File: config.mk
export PLATFORM = sky130hd
export DESIGN_NAME = irq_nest_arbiter
export DESIGN_NICKNAME = d
export VERILOG_FILES = /design/src/rtl/irq_arb_pkg.sv /design/src/rtl/irq_prio_tree.sv /design/src/rtl/irq_nest_stack.sv /design/src/rtl/irq_nest_arbiter.sv
export SDC_FILE = /design/constraint.sdc
export NUM_CORES = 1
export LEC_CHECK = 0
export CORE_MARGIN = 2
export CORE_UTILIZATION = 50
export CTS_CLUSTER_DIAMETER = 200
export DETAILED_ROUTE_END_ITERATION = 12
export PLACE_DENSITY = 0.88
export RECOVER_POWER = 50
export SLEW_MARGIN = 25
export SYNTH_ARGS = -nofsm -noshare
export SYNTH_HDL_FRONTEND = slang
export SYNTH_SLANG_ARGS = --single-unit
File: constraint.sdc
create_clock -name clk -period 5.4 [get_ports clk]
set_input_delay 0.54 -clock clk [delete_from_list [all_inputs] [get_ports clk]]
set_output_delay 0.54 -clock clk [all_outputs]
set_load 0.05 [all_outputs]
File: src/rtl/irq_arb_pkg.sv
package irq_arb_pkg;
    localparam int PRIO_W  = 4;
    localparam int GRP_W   = 3;
    localparam int LVL_W   = PRIO_W + 1;
    localparam logic [LVL_W-1:0] LVL_IDLE = LVL_W'(1) << PRIO_W;

    // number of nesting bits taken from the top of the code
    function automatic int nest_bits(input logic [GRP_W-1:0] grp);
        int g;
        g = int'(grp);
        return (g >= 3) ? (7 - g) : PRIO_W;
    endfunction

    // keeps the nesting bits, clears the tie-break bits
    function automatic logic [PRIO_W-1:0] nest_mask(input logic [GRP_W-1:0] grp);
        int low;
        low = PRIO_W - nest_bits(grp);
        return PRIO_W'(~((1 << low) - 1));
    endfunction
endpackage

File: src/rtl/irq_prio_tree.sv
module irq_prio_tree #(
    parameter int N  = 60,
    parameter int PW = 4,
    parameter int IW = 6
) (
    input  logic [N-1:0]    elig,
    input  logic [N*PW-1:0] prio,
    output logic            best_vld,
    output logic [PW-1:0]   best_prio,
    output logic [IW-1:0]   best_id
);
    localparam int LEAVES = 1 << $clog2(N);
    localparam int NODES  = 2 * LEAVES;

    logic          node_v [1:NODES-1];
    logic [PW-1:0] node_p [1:NODES-1];
    logic [IW-1:0] node_i [1:NODES-1];

    for (genvar k = 0; k < LEAVES; k++) begin : g_leaf
        if (k < N) begin : g_real
            assign node_v[LEAVES+k] = elig[k];
            assign node_p[LEAVES+k] = prio[k*PW +: PW];
            assign node_i[LEAVES+k] = IW'(k);
        end else begin : g_pad
            assign node_v[LEAVES+k] = 1'b0;
            assign node_p[LEAVES+k] = '0;
            assign node_i[LEAVES+k] = '0;
        end
    end

    // left child always holds lower numbers, so ties go left
    for (genvar n = 1; n < LEAVES; n++) begin : g_node
        logic pick_r;
        assign pick_r = node_v[2*n+1] &&
                        (!node_v[2*n] || (node_p[2*n+1] < node_p[2*n]));
        assign node_v[n] = node_v[2*n] | node_v[2*n+1];
        assign node_p[n] = pick_r ? node_p[2*n+1] : node_p[2*n];
        assign node_i[n] = pick_r ? node_i[2*n+1] : node_i[2*n];
    end

    assign best_vld  = node_v[1];
    assign best_prio = node_p[1];
    assign best_id   = node_i[1];
endmodule

File: src/rtl/irq_nest_stack.sv
module irq_nest_stack #(
    parameter int               DEPTH     = 16,
    parameter int               LW        = 5,
    parameter logic [LW-1:0]    EMPTY_LVL = '1
) (
    input  logic          clk,
    input  logic          rst_n,
    input  logic          push,
    input  logic          pop,
    input  logic [LW-1:0] push_lvl,
    output logic [LW-1:0] top_lvl
);
    localparam int DW = $clog2(DEPTH + 1);

    logic [LW-1:0] mem_d [DEPTH];
    logic [LW-1:0] mem_q [DEPTH];
    logic [DW-1:0] dep_d, dep_q;

    always_comb begin
        mem_d = mem_q;
        dep_d = dep_q;
        if (pop && (dep_q != '0)) begin
            dep_d = dep_q - 1'b1;
        end
        if (push && (dep_d != DW'(DEPTH))) begin
            for (int i = 0; i < DEPTH; i++) begin
                if (DW'(i) == dep_d) begin
                    mem_d[i] = push_lvl;
                end
            end
            dep_d = dep_d + 1'b1;
        end
    end

    always_comb begin
        top_lvl = EMPTY_LVL;
        for (int i = 0; i < DEPTH; i++) begin
            if (DW'(i + 1) == dep_q) begin
                top_lvl = mem_q[i];
            end
        end
    end

    always_ff @(posedge clk or negedge rst_n) begin
        if (!rst_n) begin
            dep_q <= '0;
            for (int i = 0; i < DEPTH; i++) begin
                mem_q[i] <= '0;
            end
        end else begin
            dep_q <= dep_d;
            mem_q <= mem_d;
        end
    end
endmodule

File: src/rtl/irq_nest_arbiter.sv
module irq_nest_arbiter
    import irq_arb_pkg::*;
#(
    parameter int NUM_SRC = 60
) (
    input  logic                      clk,
    input  logic                      rst_n,
    input  logic [NUM_SRC-1:0]        irq_pend,
    input  logic [NUM_SRC-1:0]        irq_en,
    input  logic [NUM_SRC*PRIO_W-1:0] prio_vec,
    input  logic [GRP_W-1:0]          grp_split,
    input  logic                      ack,
    input  logic                      ret,
    output logic                      take_req,
    output logic [$clog2(NUM_SRC)-1:0] win_id,
    output logic [LVL_W-1:0]          run_prio
);
    localparam int ID_W       = $clog2(NUM_SRC);
    localparam int NEST_DEPTH = 1 << PRIO_W;

    typedef struct packed {
        logic              take;
        logic [ID_W-1:0]   id;
        logic [PRIO_W-1:0] lvl;
    } sel_t;

    sel_t sel_d, sel_q;

    logic [NUM_SRC-1:0] elig;
    logic               tree_vld;
    logic [PRIO_W-1:0]  tree_prio;
    logic [ID_W-1:0]    tree_id;
    logic [PRIO_W-1:0]  win_lvl;
    logic [LVL_W-1:0]   run_lvl;
    logic [PRIO_W-1:0]  held_lvl;
    logic               push;

    assign elig = irq_pend & irq_en;

    irq_prio_tree #(
        .N  (NUM_SRC),
        .PW (PRIO_W),
        .IW (ID_W)
    ) u_tree (
        .elig      (elig),
        .prio      (prio_vec),
        .best_vld  (tree_vld),
        .best_prio (tree_prio),
        .best_id   (tree_id)
    );

    irq_nest_stack #(
        .DEPTH     (NEST_DEPTH),
        .LW        (LVL_W),
        .EMPTY_LVL (LVL_IDLE)
    ) u_stack (
        .clk      (clk),
        .rst_n    (rst_n),
        .push     (push),
        .pop      (ret),
        .push_lvl ({1'b0, held_lvl}),
        .top_lvl  (run_lvl)
    );

    assign held_lvl = sel_q.lvl;
    assign push     = ack && sel_q.take;

    always_comb begin
        win_lvl    = tree_prio & nest_mask(grp_split);
        sel_d      = '0;
        sel_d.take = tree_vld && ({1'b0, win_lvl} < run_lvl) && !push;
        if (tree_vld) begin
            sel_d.id  = tree_id;
            sel_d.lvl = win_lvl;
        end
    end

    always_ff @(posedge clk or negedge rst_n) begin
        if (!rst_n) begin
            sel_q <= '0;
        end else begin
            sel_q <= sel_d;
        end
    end

    assign take_req = sel_q.take;
    assign win_id   = sel_q.id;
    assign run_prio = run_lvl;
endmodule

==> summary.md, run 1 <==
| Metric | Value |
|---|---|
| Halt Stage | `global routing (5_1_grt)` |
| Total CTS buffers | `9` |
| Clk sinks | `80` |
| Syn Nets | `2548` |
| Syn avg cell area | `7.45 sq um` |
| PortBufs | `~380` |
| Synth Cell Area | `around 15000 sq um` |
| Root Buffer | `clkbuf_16` |
| Row Count | `63` |
| EDFF count, synth | `0` |
| Initial Utilization | `roughly 50%` |
| Post-synth top flop | `dfrtp_1` |
| Warnings, synthesis | `0` |
| I/O Pins | `~380` |
| Synth Register Bits | `80` |
| Place WS | `-4860 ps` |
| Synth cell types | `between 100 and 150` |
| GR Overflow Total | `14` |
| Post-synth top area share | `between 10% and 20%` |
| Maximum clock path buffer count | `2` |
| Cell taking the most area after synthesis | `dfrtp_1` |
| Status | `aborted with a tool error` |
| Post-Syn Instances | `approximately 2000` |
| Top cells by area, synth | `dfrtp_1, ha_1, mux2_2, mux2i_1, nand2_1` |
| Ys async rst share | `between 90% and 100%` |
| Die Y | `approximately 180 microns` |
| Tot GR Track Use | `70.1%` |
| H-tree Lvls | `3` |
| DP HPWL | `around 58 mm` |
| Err | `[ERROR GRT-0232] Routing congestion too high. Check the congestion heatmap in the GUI.` |
| Sequential area share after synthesis | `a little over an eighth` |
| Pin count of the biggest net entering global routing | `81` |
| Die X | `roughly 180 microns` |
| Gpl congestion | `between 0.9 and 1` |
[per-stage QoR]
stage / setup TNS, ps / cell area, sq um / instances / utilization [%]
3_3_place_gp: -35530 / 25200 / 3519 / 84.7
2_1_floorplan: -29720 / 15400 / 2029 / -
3_5_place_dp: -46650 / 25200 / 3519 / 84.7
4_1_cts: -35400 / 26400 / 3585 / 88.8
[layer usage]
layer / GRT usage (%) / GRT overflow
met1: 66.3 / 1
met2: 89.0 / 6
met3: 56.0 / 0
met4: 69.4 / 7
met5: 38.5 / 0
[repair_timing]
item | 4_1_cts
buffers inserted | 50
hold buffers | 0
pin swaps | 68
gates resized for setup | 123
endpoints found under the setup margin | 14
[cell families after synthesis]
logic type      Yosys count  share of synthesized area (%)
xor+xnor                 13                          0.753
fa+ha+maj               155                           12.8
flops                    80                           13.2
mux                     199                           14.1
compound gates          659                           30.6
buf+inv                 201                           5.12
simple gates            722                           23.4
[cells in the mapped netlist, drive strengths merged (24+ instances only)]
library cell and n:
nand2 239, inv 178, a21oi 168, nor2 157, ha 152, o21ai 120, mux2 109, mux2i 90
dfrtp 80, nand3 62, and2 52, nor2b 40, a21o 39, o211ai 39, a211oi 38, nor3 30
and3 25, o21a 25, nand2b 24, nand4 24
==> inputs of run 2 (changes only) <==
--- a/config.mk
+++ b/config.mk
@@ -6,10 +6,9 @@
 export NUM_CORES = 1
 export LEC_CHECK = 0
 export CORE_MARGIN = 2
-export CORE_UTILIZATION = 50
-export CTS_CLUSTER_DIAMETER = 200
+export CORE_UTILIZATION = 35
 export DETAILED_ROUTE_END_ITERATION = 12
-export PLACE_DENSITY = 0.88
+export PLACE_DENSITY_LB_ADDON = 0.15
 export RECOVER_POWER = 50
 export SLEW_MARGIN = 25
 export SYNTH_ARGS = -nofsm -noshare
==> run 2 against run 1 <==
Compared with the run above:
- the flow now finishes, with violations (max-capacitance violations, max-slew violations, negative setup slack)
- synthesized cell count unchanged
- synthesized area stayed put
==> summary.md, run 2 <==
| Metric | Value |
|---|---|
| Status | `finished with violations` |
| Failing checks | `max-capacitance violations, max-slew violations, negative setup slack` |
| Worst slew pin tran | `approximately 4300 ps` |
| Vias in the first global route | `between 20000 and 25000` |
| Root Buffer | `clkbuf_16` |
| Peak supply drop | `around 0.65 mV` |
| Cell taking the most area after synthesis | `dfrtp_1` |
| Power Dens Cells | `just under 400 nW/um^2` |
| Clk slew on worst S/H paths | `60 ps` |
| Slew HR | `-185%` |
| Syn avg cell area | `7.45 sq um (unchanged)` |
| Setup ws final | `-3210 ps` |
| Maximum clock rate | `116 MHz` |
| Final net count | `3935` |
| Hold Startpoint | `u_stack.mem_q[48]` |
| Most common cell after layout, fill and taps aside | `buf_4` |
| Post-synth top flop | `dfrtp_1` |
| Post-Syn Instances | `2029 (unchanged)` |
| Setup crit start kind | `input pin` |
| Clk_skew | `between 6 and 7 ps` |
| GR Overflow Total | `0` |
| Most common library cells after synthesis | `nand2_1, inv_1, a21oi_1` |
| PortBufs | `378 (unchanged)` |
| Drt wl/cell | `around 16 microns` |
| Share of layout cells above drive strength 1 | `approximately 48%` |
| Setup crit end | `take_req` |
| Sequential area share after synthesis | `13.2% (unchanged)` |
| Post-synth top area share | `13.2% (unchanged)` |
| Crit end category | `flip-flop` |
| Ys async rst share | `100% (unchanged)` |
| Placed cells | `3768 (+7.1%)` |
| Max-Cap Viols | `1` |
| Total CTS buffers | `9 (unchanged)` |
| CP delay by family, top | `compound AO/OA/AOI/OAI gates` |
| Largest stage delay, worst path | `between 300 and 400 ps` |
| Most frequent cell after synthesis | `nand2_1` |
| Final ANT Viol Nets | `0` |
| First-pass GRT wire length | `between 90 and 100 mm` |
| EDFF count, synth | `0 (unchanged)` |
| Final-layout fill cell count | `3332` |
| Max FFs per register | `64` |
| Setup Viol. Count Final | `11` |
| Critical Path Stages | `51` |
| Total power | `11.7 mW` |
| Largest Register | `u_stack.mem_q` |
| Top cells by area, synth | `dfrtp_1, ha_1, mux2_2, mux2i_1, nand2_1` |
| FF-to-FF path depth | `25` |
| H-tree Lvls | `3 (unchanged)` |
| Maximum clock path buffer count | `2 (unchanged)` |
| Dpl cell area | `25800 sq um (+2.6%)` |
| Final wirelength | `roughly 63 mm` |
| Die area | `between 40000 and 50000 sq um` |
| Most frequent cells in the layout | `buf_4, clkdlybuf4s50_1, nand2_1` |
| WP data arrival | `8880 ps` |
| Worst path bufs/invs | `10` |
| Hold-fix buffers, CTS | `0 (unchanged)` |
| TNS Setup | `-32680 ps` |
| Syn Nets | `2548 (unchanged)` |
| Drt first pass iters | `5` |
| Synth Cell Area | `15100 sq um (unchanged)` |
| Worst min-delay path category | `reg2reg` |
| Synth cell types | `109 (unchanged)` |
| Fin. Hold Viols | `0` |
| Reg-to-reg endpoint | `take_req` |
| Critical path's slowest cell | `a221o_1` |
| Initial Utilization | `35.3% (-16 points)` |
| Pin count of the biggest net entering global routing | `between 80 and 90` |
| Final min period | `8610 ps` |
| Area growth from synthesis to layout | `98.6%` |
| Antenna cell count | `0` |
| Clk sinks | `80 (unchanged)` |
| Critical Path Fanout Max | `3` |
| Critical Path Most Common Cell | `buf_4` |
| RSZ-0062 raised after global routing | `yes` |
| Starting DRT DRC Count | `approximately 970` |
| Place WS | `-4290 ps (+574 ps)` |
| WP data required | `5670 ps` |
| Worst setup path start | `prio_vec[19]` |
| Row Count | `76 (+21%)` |
| Post-Layout Cell Count | `~4000` |
| DP HPWL | `48.4 mm (-16%)` |
| Die Y | `212 microns (+19%)` |
| Lkg Pwr | `roughly 15 nW` |
| Drc violations | `0` |
| I/O Pins | `379 (unchanged)` |
| Die X | `212 microns (+19%)` |
| Tot GR Track Use | `between 20% and 30%` |
| WS Path Type | `in2reg` |
| Gpl congestion | `0.927 (-6.2%)` |
| Warnings, synthesis | `0 (unchanged)` |
| R2R Setup Slk | `840 ps` |
| Synth Register Bits | `80 (unchanged)` |
| Antenna violations before repair | `0` |
| Worst r2r src | `u_stack.dep_q[0]` |
| Core Area | `~43000 sq um` |
| CTS tree | `built` |
| Vias/cell | `around 5.2` |
| Post-route cell area | `~30000 sq um` |
| Clk_lat worst skew | `roughly 340 ps` |
| Final period util | `159%` |
| Final slew viol count | `slightly above 80` |
| DR vias | `approximately 21000` |
run 2: metal layers:
metal | GRT usage [%] | routed length (microns) | vias to the layer above
met1 | 32.4 | 27100 | 9858
li1 | - | - | 10379
met4 | 5.80 | 1200 | 0
met2 | 49.5 | 32100 | 495
met3 | 2.36 | 2230 | 89
met5 | 0 | 0 | -
run 2: stage by stage:
step           hold WS [ps]  util (%)
2_1_floorplan           244         -
3_3_place_gp            482      60.2
3_5_place_dp            489      60.2
4_1_cts                 423      67.8
5_1_grt                 514      70.0
6_report                505      70.0
run 2: worst min path at each step:
stage                                    to  slack, ps  cells past startpoint
after floorplan                 held_lvl[0]        240                      0
after global placement    u_stack.mem_q[17]        480                      1
after detailed placement  u_stack.mem_q[48]        490                      1
after CTS                 u_stack.mem_q[70]        420                      1
after global routing      u_stack.mem_q[45]        510                      1
final                     u_stack.mem_q[48]        500                      1
run 2: cells by family after synthesis:
family	share of synthesized area, %
AO/OA/AOI/OAI	30.6
XOR/XNOR	0.753
adder cells (fa/ha/maj)	12.8
buffers and inverters	5.12
flip-flops	13.2
multiplexers	14.1
AND/OR/NAND/NOR	23.4
run 2: timing repair:
| action | CTS | global route |
|---|---|---|
| gates resized for setup | 588 | 201 |
| setup endpoints to repair | 11 | 15 |
| pin swaps | 252 | 119 |
| setup buffers | 189 | 45 |
run 2: where the power goes:
group	leakage [nW]	total (mW)	internal (mW)	switching, mW
clock network	0.141	0.621	0.371	0.249
logic	13.3	10.1	5.48	4.59
registers	1.07	1.02	0.835	0.184
total	14.5	11.7	6.68	5.02
run 2: area by class of cell:
type	instances	area (sq um)	share of cell area (%)
Multi-Input combinational cell	1748	14900	49.5
Clock buffer	10	239	0.796
Timing Repair Buffer	1399	11400	38.1
Tap cell	585	732	2.44
Clock inverter	6	66.3	0.221
Inverter	178	686	2.28
Sequential cell	80	2000	6.67
Power figures use the tool's default switching activity.
